===== config.mk =====
export PLATFORM = sky130hd
export DESIGN_NAME = i2c_word_packer
export DESIGN_NICKNAME = d
export VERILOG_FILES = /design/src/rtl/iwp_pkg.sv /design/src/rtl/iwp_byte_seq.sv /design/src/rtl/iwp_word_store.sv /design/src/rtl/iwp_drain_ctl.sv /design/src/rtl/i2c_word_packer.sv
export SDC_FILE = /design/constraint.sdc
export NUM_CORES = 1
export LEC_CHECK = 0
export BUFFER_PORTS_ARGS = -buffer_cell sky130_fd_sc_hd__buf_2
export CORE_MARGIN = 10
export CORE_UTILIZATION = 50
export CTS_CLUSTER_DIAMETER = 200
export DETAILED_ROUTE_END_ITERATION = 8
export MAX_ROUTING_LAYER = met4
export PLACE_DENSITY_LB_ADDON = 0.12
export SLEW_MARGIN = 10
export SYNTH_ARGS = -nofsm -noshare
export SYNTH_HDL_FRONTEND = slang
export SYNTH_SLANG_ARGS = --single-unit
export TNS_END_PERCENT = 20

===== constraint.sdc =====
create_clock -name clk -period 5.9 [get_ports clk]
set_input_delay 1.18 -clock clk [delete_from_list [all_inputs] [get_ports clk]]
set_output_delay 1.18 -clock clk [all_outputs]
set_load 0.05 [all_outputs]

===== src/rtl/iwp_pkg.sv =====
package iwp_pkg;

    typedef enum logic [1:0] {
        ATTR_NOP   = 2'b00,
        ATTR_START = 2'b01,
        ATTR_CONT  = 2'b10,
        ATTR_STOP  = 2'b11
    } attr_e;

    typedef enum logic {
        SEQ_HDR  = 1'b0,
        SEQ_BODY = 1'b1
    } seq_e;

    typedef enum logic {
        CTL_COLLECT = 1'b0,
        CTL_DRAIN   = 1'b1
    } ctl_e;

    // Slot 0 sits at the most significant end of both arrays.
    typedef struct packed {
        logic [0:2][7:0] data;
        logic [0:2][1:0] attr;
        logic [1:0]      pad;
    } word_t;

    // The final byte of a transfer turns CONT into STOP; START is kept.
    function automatic attr_e close_attr(attr_e a, logic fin);
        return (fin && (a == ATTR_CONT)) ? ATTR_STOP : a;
    endfunction

    // The last occupied slot of a final word must not ask to continue.
    function automatic logic tail_ok(word_t w);
        logic ok;
        ok = 1'b1;
        for (int s = 0; s < 3; s++) begin
            if (w.attr[s] != 2'b00) ok = (w.attr[s] != 2'b10);
        end
        return ok;
    endfunction

endpackage


===== src/rtl/iwp_byte_seq.sv =====
module iwp_byte_seq
    import iwp_pkg::*;
#(
    parameter int LEN_W = 8
) (
    input  logic             clk,
    input  logic             rst,
    input  logic             collect,
    input  logic             hdr_valid,
    output logic             hdr_ready,
    input  logic [6:0]       hdr_addr,
    input  logic             hdr_read,
    input  logic [LEN_W-1:0] hdr_len,
    input  logic             hdr_last,
    input  logic             dat_valid,
    output logic             dat_ready,
    input  logic [7:0]       dat_byte,
    output logic             b_valid,
    output logic [7:0]       b_data,
    output attr_e            b_attr,
    output logic             b_final
);

    seq_e             state;
    logic [LEN_W-1:0] rem;
    logic             m_rd;
    logic             m_last;

    always_comb begin
        hdr_ready = 1'b0;
        dat_ready = 1'b0;
        b_valid   = 1'b0;
        b_data    = 8'h00;
        b_attr    = ATTR_START;
        b_final   = 1'b0;
        if (state == SEQ_HDR) begin
            hdr_ready = collect;
            b_valid   = collect && hdr_valid;
            b_data    = {hdr_addr, hdr_read};
            b_final   = hdr_last && (hdr_len == '0);
            b_attr    = close_attr(ATTR_START, b_final);
        end else begin
            dat_ready = collect && !m_rd;
            b_valid   = collect && (m_rd || dat_valid);
            b_data    = m_rd ? 8'h00 : dat_byte;
            b_final   = m_last && (rem == LEN_W'(1));
            b_attr    = close_attr(ATTR_CONT, b_final);
        end
    end

    always_ff @(posedge clk) begin
        if (rst) begin
            state  <= SEQ_HDR;
            rem    <= '0;
            m_rd   <= 1'b0;
            m_last <= 1'b0;
        end else if (b_valid) begin
            if (state == SEQ_HDR) begin
                rem    <= hdr_len;
                m_rd   <= hdr_read;
                m_last <= hdr_last;
                if (hdr_len != '0) state <= SEQ_BODY;
            end else begin
                rem <= rem - LEN_W'(1);
                if (rem == LEN_W'(1)) state <= SEQ_HDR;
            end
        end
    end

    AST_READ_NO_DATA: assert property (@(posedge clk) disable iff (rst)
        (state == SEQ_BODY && m_rd) |-> !dat_ready);

    AST_ADDR_IS_START: assert property (@(posedge clk) disable iff (rst)
        (hdr_valid && hdr_ready) |-> (b_attr == ATTR_START));

endmodule


===== src/rtl/iwp_word_store.sv =====
module iwp_word_store
    import iwp_pkg::*;
#(
    parameter int CAP_WORDS = 8,
    parameter int CNT_W     = 12,
    parameter int IDX_W     = 3
) (
    input  logic             clk,
    input  logic             rst,
    input  logic             clr,
    input  logic             b_valid,
    input  logic [7:0]       b_data,
    input  attr_e            b_attr,
    input  logic [IDX_W-1:0] rd_idx,
    output word_t            rd_word,
    output logic [CNT_W-1:0] xfer_words,
    output logic             xfer_ovf
);

    word_t            mem [CAP_WORDS];
    logic [CNT_W-1:0] nwords;
    logic [1:0]       slot;
    logic [CNT_W-1:0] nwords_inc;
    logic [CNT_W-1:0] wr_idx;
    logic             wr_ok;

    always_comb begin
        nwords_inc = (nwords == '1) ? nwords : nwords + CNT_W'(1);
        wr_idx     = (slot == 2'd0) ? nwords : nwords - CNT_W'(1);
        wr_ok      = wr_idx < CNT_W'(CAP_WORDS);
        xfer_words = (slot == 2'd0) ? nwords_inc : nwords;
        xfer_ovf   = xfer_words > CNT_W'(CAP_WORDS);
        rd_word    = mem[rd_idx];
    end

    always_ff @(posedge clk) begin
        if (rst || clr) begin
            nwords <= '0;
            slot   <= 2'd0;
        end else if (b_valid) begin
            if (slot == 2'd0) nwords <= nwords_inc;
            slot <= (slot == 2'd2) ? 2'd0 : slot + 2'd1;
        end
    end

    generate
        for (genvar i = 0; i < CAP_WORDS; i++) begin : g_entry
            always_ff @(posedge clk) begin
                if (rst) begin
                    mem[i] <= '0;
                end else if (b_valid && !clr && wr_ok && (wr_idx == CNT_W'(i))) begin
                    if (slot == 2'd0) begin
                        mem[i]         <= '0;
                        mem[i].data[0] <= b_data;
                        mem[i].attr[0] <= b_attr;
                    end else begin
                        mem[i].data[slot] <= b_data;
                        mem[i].attr[slot] <= b_attr;
                    end
                end
            end
        end
    endgenerate

    AST_SLOT_WRAP: assert property (@(posedge clk) disable iff (rst || clr)
        (b_valid && slot == 2'd2) |=> (slot == 2'd0));

endmodule


===== src/rtl/iwp_drain_ctl.sv =====
module iwp_drain_ctl
    import iwp_pkg::*;
#(
    parameter int CNT_W = 12,
    parameter int IDX_W = 3
) (
    input  logic             clk,
    input  logic             rst,
    input  logic             fin,
    input  logic [CNT_W-1:0] xfer_words,
    input  logic             xfer_ovf,
    input  word_t            rd_word,
    output logic [IDX_W-1:0] rd_idx,
    output logic             collect,
    output logic             clr,
    output logic             out_valid,
    input  logic             out_ready,
    output logic [31:0]      out_word,
    output logic             out_last,
    output logic             done,
    output logic             done_err,
    output logic [CNT_W-1:0] done_words
);

    ctl_e             state;
    logic [IDX_W-1:0] rptr;
    logic [IDX_W-1:0] last_idx;

    always_comb begin
        collect   = (state == CTL_COLLECT);
        out_valid = (state == CTL_DRAIN);
        out_last  = out_valid && (rptr == last_idx);
        out_word  = rd_word;
        rd_idx    = rptr;
        clr       = (fin && xfer_ovf) || (out_valid && out_ready && out_last);
    end

    always_ff @(posedge clk) begin
        if (rst) begin
            state      <= CTL_COLLECT;
            rptr       <= '0;
            last_idx   <= '0;
            done       <= 1'b0;
            done_err   <= 1'b0;
            done_words <= '0;
        end else begin
            done <= 1'b0;
            if (fin) begin
                done       <= 1'b1;
                done_err   <= xfer_ovf;
                done_words <= xfer_words;
                if (!xfer_ovf) begin
                    state    <= CTL_DRAIN;
                    rptr     <= '0;
                    last_idx <= IDX_W'(xfer_words - CNT_W'(1));
                end
            end else if (out_valid && out_ready) begin
                rptr <= rptr + IDX_W'(1);
                if (out_last) state <= CTL_COLLECT;
            end
        end
    end

    AST_NO_WORDS_ON_ERR: assert property (@(posedge clk) disable iff (rst)
        (done && done_err) |-> !out_valid);

    AST_HOLD_WORD: assert property (@(posedge clk) disable iff (rst)
        (out_valid && !out_ready) |=> (out_valid && $stable(out_word)));

    AST_LAST_ENDS: assert property (@(posedge clk) disable iff (rst)
        (out_valid && out_ready && out_last) |=> !out_valid);

    AST_TAIL_STOP: assert property (@(posedge clk) disable iff (rst)
        (out_valid && out_last) |-> tail_ok(rd_word));

endmodule


===== src/rtl/i2c_word_packer.sv =====
module i2c_word_packer
    import iwp_pkg::*;
#(
    parameter int CAP_BYTES = 32,
    parameter int LEN_W     = 8,
    parameter int CNT_W     = 12
) (
    input  logic             clk,
    input  logic             rst,
    input  logic             hdr_valid,
    output logic             hdr_ready,
    input  logic [6:0]       hdr_addr,
    input  logic             hdr_read,
    input  logic [LEN_W-1:0] hdr_len,
    input  logic             hdr_last,
    input  logic             dat_valid,
    output logic             dat_ready,
    input  logic [7:0]       dat_byte,
    output logic             out_valid,
    input  logic             out_ready,
    output logic [31:0]      out_word,
    output logic             out_last,
    output logic             done,
    output logic             done_err,
    output logic [CNT_W-1:0] done_words
);

    localparam int CAP_WORDS = CAP_BYTES / 4;
    localparam int IDX_W     = (CAP_WORDS > 1) ? $clog2(CAP_WORDS) : 1;

    logic             collect;
    logic             clr;
    logic             b_valid;
    logic [7:0]       b_data;
    attr_e            b_attr;
    logic             b_final;
    logic [IDX_W-1:0] rd_idx;
    word_t            rd_word;
    logic [CNT_W-1:0] xfer_words;
    logic             xfer_ovf;

    iwp_byte_seq #(.LEN_W(LEN_W)) u_seq (
        .clk       (clk),
        .rst       (rst),
        .collect   (collect),
        .hdr_valid (hdr_valid),
        .hdr_ready (hdr_ready),
        .hdr_addr  (hdr_addr),
        .hdr_read  (hdr_read),
        .hdr_len   (hdr_len),
        .hdr_last  (hdr_last),
        .dat_valid (dat_valid),
        .dat_ready (dat_ready),
        .dat_byte  (dat_byte),
        .b_valid   (b_valid),
        .b_data    (b_data),
        .b_attr    (b_attr),
        .b_final   (b_final)
    );

    iwp_word_store #(.CAP_WORDS(CAP_WORDS), .CNT_W(CNT_W), .IDX_W(IDX_W)) u_store (
        .clk        (clk),
        .rst        (rst),
        .clr        (clr),
        .b_valid    (b_valid),
        .b_data     (b_data),
        .b_attr     (b_attr),
        .rd_idx     (rd_idx),
        .rd_word    (rd_word),
        .xfer_words (xfer_words),
        .xfer_ovf   (xfer_ovf)
    );

    iwp_drain_ctl #(.CNT_W(CNT_W), .IDX_W(IDX_W)) u_ctl (
        .clk        (clk),
        .rst        (rst),
        .fin        (b_valid && b_final),
        .xfer_words (xfer_words),
        .xfer_ovf   (xfer_ovf),
        .rd_word    (rd_word),
        .rd_idx     (rd_idx),
        .collect    (collect),
        .clr        (clr),
        .out_valid  (out_valid),
        .out_ready  (out_ready),
        .out_word   (out_word),
        .out_last   (out_last),
        .done       (done),
        .done_err   (done_err),
        .done_words (done_words)
    );

    AST_NO_INTAKE: assert property (@(posedge clk) disable iff (rst)
        out_valid |-> (!hdr_ready && !dat_ready));

    AST_LOW_BITS: assert property (@(posedge clk) disable iff (rst)
        out_valid |-> (out_word[1:0] == 2'b00));

endmodule


; After elaboration in Yosys (flattened, before gate mapping)
; Memory sizes are Yosys's and may differ from the RTL's. A register that Yosys moved wholly into a read port is not among the register bits.
; Index checks and enable logic that the tools add are counted.
[word_totals]
regBits = 46
ramBits = 240
in_bits = 30
out_inout_bits = 50
elab_cells = 693
memories = 1
[classes]
add_sub_neg = 6
magnitude_cmp = 4
n_eq_ne = 12
muxes = 354
bitwise = 268
reduce_logical = 36
[memory_table]
columns = name, words, width, read_ports, rd_ports_with_merged_regs, wr, line
row1 = u_store.mem, 8, 30, 1, 1, 8, iwp_word_store.sv:20  ; word_t mem [CAP_WORDS];
[ops]
columns = op, n
row1 = $mux 1, 297
row2 = $or 1x1->1, 264
row3 = $mux 30, 8
row4 = $mux 24, 8
row5 = $mux 8, 12
row6 = $eq 12x3->1 const B, 4
row7 = $mux 6, 8
row8 = $mux 12, 3
row9 = $eq 12x2->1 const B, 2
row10 = $mux 2, 11
row11 = $logic_and 1x1->1, 21
row12 = $demux 8 s2, 1
row13 = $mux 3, 5
row14 = $add 12x1->12 const B, 1
row15 = $eq 12x1->1 const B, 1
row16 = $eq 12x12->1 const B, 1
row17 = $gt 12x4->1 const B, 1
row18 = $logic_not 12->1, 1
row19 = $lt 12x4->1 const B, 1
row20 = $sub 12x1->12 const B, 1
row21 = $eq 8x1->1 const B, 1
row22 = $logic_not 8->1, 1
row23 = $reduce_bool 8->1, 1
row24 = $sub 8x1->8 const B, 1
row25 = 17 further kinds, 25

; Depth between registers and ports, before layout
[logic_depth]
depth_word = 16
ltp_mapped = 14
mapped_depth_nobuf = 10

; Cells and area by module
; From an unflattened synthesis, not the netlist that was laid out.
[hier_totals]
cells_unflattened = 1309
hier_area_um2 = 15447.3
[by_module_without_submodules]
columns = module, instances, cells_per_inst, area_each_um2, seq_area_each_um2
row1 = iwp_word_store, 1, 1073, 13440.4, 7487.2
row2 = iwp_drain_ctl, 1, 117, 1123.6, 420.4
row3 = iwp_byte_seq, 1, 118, 877.1, 220.2
row4 = i2c_word_packer, 1, 1, 6.3, 0.0

; Worst setup path after synthesis
; No wires, ideal clock.
[synth_timing]
path_kind = reg2reg
startpoint = reg u_store.nwords[0]
endpoint = mem u_store.mem[6][0] in the netlist's numbering, enable pin
setup_ns = 0.407
t_arrival_ns = 3.741
t_required_ns = 5.493
path_slack_ns = 1.751
stages_incl_launch_ff = 13
path_buffers = 4
period_less_slack_ns = 4.149
cell_sequence = dfxtp_1 -> clkbuf_1 -> buf_1 -> inv_1 -> ha_1 -> mux2i_1 -> ha_1 -> o21ai_0 -> a21oi_1 -> buf_2 -> a21boi_2 -> buf_4 -> o41ai_1
[synth_lines]
columns = item, line
row1 = "start, declared", iwp_word_store.sv:21  ; logic [CNT_W-1:0] nwords;
row2 = "start signal, assigned", iwp_word_store.sv:41  ; if (slot == 2'd0) nwords <= nwords_inc;
row3 = "end, declared", iwp_word_store.sv:20

==> results by group <==
Run status
  – Outcome: finished, final reports clean

Floorplan
  – Area of the core: roughly 0.029 mm2
  – DIE AREA: about 0.037 mm2
  – Row count: slightly above 60
  – IO Pins: 80
  – Initial Util: 0.509
  – Die Span Y: between 150 and 200 um
  – Die X: 191 um

Logic synthesis
  – Post-Syn Instances: 1262
  – Syn Std Cell Area: between 0.01 and 0.015 mm2
  – Seq/Total Area, Yosys: 0.559
  – Syn. warnings: 0
  – Yosys cell types: 73
  – Post-synth top flop: edfxtp_1
  – Number of synthesized flops with an enable pin: 240
  – Syn Area/Cell: about 12 um2
  – Async S/R FF share, synth: 0
  – #FFs+latches synth: slightly below 300

Clocking
  – Insertion delay to the later sink of the worst-skew pair: 0.56 ns
  – Clk sinks: roughly 290
  – Root Driver: clkbuf_16
  – Clock-pin slew on the worst setup and hold paths: around 0.060 ns
  – Postcts setup bufs: 0
  – CTS tree: yes
  – H-Tree Depth: 1
  – CTS buffer count: 30
  – # resized after CTS: 0
  – Hold_buf cts: 0
  – Clk buf depth: 3

Finish
  – Most common cell after layout, fill and taps aside: edfxtp_1
  – Share of cells above drive strength 1: 0.235
  – Diodes inserted: 0
  – Final nets: ~1300
  – Number of fill cells in the layout: approximately 2400
  – Synth-to-layout area growth: 11.7%
  – Most frequent cells in the layout: 240 x edfxtp_1, 207 x nor2_1, 87 x nand2_1

Power and ir drop
  – VDD IR max: roughly 0.00027 V
  – Pwr/cell area: 361 mW/mm2
  – Pleak: approximately 5.6 nW

Timing
  – Final setup TNS: 0 ns
  – Clock skew: around 0.012 ns
  – Slew @ Worst Pin: between 1 and 1.5 ns
  – Final period util: 0.773
  – Final setup fails: 0
  – Fin worst setup slack: 1.34 ns
  – FMAX: between 200 and 250 MHz
  – RSZ-0062 raised after global routing: no
  – Max-slew violations: 0
  – Hold Vio Cnt, Final: 0
  – Period minus WS final: between 4 and 5 ns
  – Slew Limit Headroom: 0.188

Critical path
  – CP arrival: between 4 and 5 ns
  – Critical path class: flip-flop to flip-flop
  – Crit end category: flip-flop
  – Flop-to-flop setup slack: around 1.3 ns
  – Startpoint class of the critical path: flip-flop
  – Crit path required time: between 6 and 7 ns
  – Crit-path max FO: between 40 and 50

GRT
  – Grt total ovfl: 0
  – Largest net degree at the start of global routing: 63
  – Vias in the first global route: approximately 10000
  – Initial antenna violation count: 0
  – First-pass GRT wire length: between 60000 and 70000 um
  – Total track usage: 0.236

Drt
  – Via count: about 11000
  – Routed length per instance: roughly 25 um
  – Routed WL: around 43000 um
  – Drt first pass iters: 5
  – Post-route ant nets: 0
  – Vias per inst: between 6 and 7
  – DRT iter0 DRCs: 1211
  – Post-route DRC: 0

Hold path
  – Worst hold path class: flip-flop to flip-flop

Placement
  – Setup WS pre-CTS: 1.45 ns
  – Count of input and output buffers: 77
  – Hpwl dp: roughly 30000 um
  – Final RePlAce weighted congestion: 0.891

Job
  – MaxCap Viol Count: 0
[layout make-up]
class                           instances  area, um2  share of cell area
Clock inverter                         15        103             0.00627
Tap cell                              384        480              0.0293
Timing Repair Buffer                  125        746              0.0456
Sequential cell                       289       8190               0.500
Clock buffer                           40        861              0.0526
Inverter                                7       26.3             0.00161
Multi-Input combinational cell        842       5960               0.364
[flip-flops by register name, summed over array words and instances, names as in the netlist, 2 cells and up, named ones only]
register / flops
u_ctl.done_words: 12
u_ctl.last_idx: 3
u_ctl.rd_idx: 3
u_seq.rem: 8
u_store.mem: 240
u_store.nwords: 12
u_store.slot: 2
[per-stage QoR]
stage | hold slack [ns] | area, um2 | total power [mW] | cells | util
floorplan | 0.447 | 14700 | 3.54 | 1263 | -
global placement | 0.440 | 15400 | 4.07 | 1647 | 0.535
detailed placement | 0.444 | 15400 | 4.08 | 1647 | 0.535
CTS | 0.454 | 16400 | 5.92 | 1702 | 0.569
global route | 0.478 | 16400 | 6.12 | 1702 | 0.569
finish | 0.449 | 16400 | 5.91 | 1702 | 0.569
[synthesized netlist by cell type (5+ instances only)]
cell type | n | area share
a211oi_1 | 23 | 0.012
a211oi_2 | 10 | 0.0085
a21oi_1 | 31 | 0.011
a22o_1 | 8 | 0.0048
a22oi_1 | 12 | 0.0061
buf_1 | 10 | 0.0026
buf_2 | 18 | 0.0061
buf_4 | 10 | 0.0051
clkbuf_1 | 83 | 0.021
dfxtp_1 | 49 | 0.067
edfxtp_1 | 240 | 0.49
ha_1 | 7 | 0.0060
inv_1 | 5 | 0.0013
mux2_2 | 30 | 0.023
mux2i_1 | 12 | 0.0082
mux4_2 | 60 | 0.092
nand2_1 | 88 | 0.023
nand3_1 | 63 | 0.022
nand4_1 | 38 | 0.016
nor2_1 | 207 | 0.053
nor2b_1 | 5 | 0.0021
nor3_1 | 87 | 0.030
nor3_2 | 7 | 0.0048
nor4_1 | 31 | 0.013
o21ai_0 | 25 | 0.0085
or3_1 | 13 | 0.0055
xnor2_1 | 9 | 0.0054
xor2_1 | 7 | 0.0042
[per-layer routing]
layer	wire length (um)	vias to the layer above	global-route usage
met2	19900	501	0.367
li1	-	4852	-
met4	812	0	0.0460
met1	18600	5318	0.331
met3	3410	58	0.0293
met5	0	-	-
[power breakdown]
part | switching, mW | total (mW) | leakage (nW) | internal [mW]
logic | 1.13 | 1.54 | 2.20 | 0.406
clock network | 0.785 | 1.85 | 0.470 | 1.06
registers | 0.110 | 2.53 | 2.89 | 2.42
[final timing paths]
kind,cells after the start,start,to
hold reg to reg,2,u_ctl.done_words[5],u_ctl.done_words[5]
setup reg to reg,11,u_store.nwords[0],u_store.mem[4][14]
hold / removal,2,u_ctl.done_words[5],u_ctl.done_words[5]
setup / recovery,11,u_store.nwords[0],u_store.mem[4][14]
[worst max-delay path, cell delays in order (launching register included)]
cell,delay [ns]
dfxtp_1,0.70
ha_1,0.38
nand2_1,0.16
nor4_2,0.34
nor2_1,0.13
xnor2_1,0.38
ha_1,0.21
o21ai_0,0.07
a21oi_1,0.49
a21boi_4,0.08
buf_4,0.30
o211ai_1,0.91
[logic make-up after synthesis]
family,count (synthesis),synth area share
adders and majority gates,7,0.00598
buffers and inverters,132,0.0400
AOI/OAI and AO/OA,148,0.0750
other,1,0.000256
DFF,289,0.559
muxes,103,0.124
and+or+nand+nor,566,0.186
xor gates and xnor gates,16,0.00956
Power figures use the tool's default switching activity.
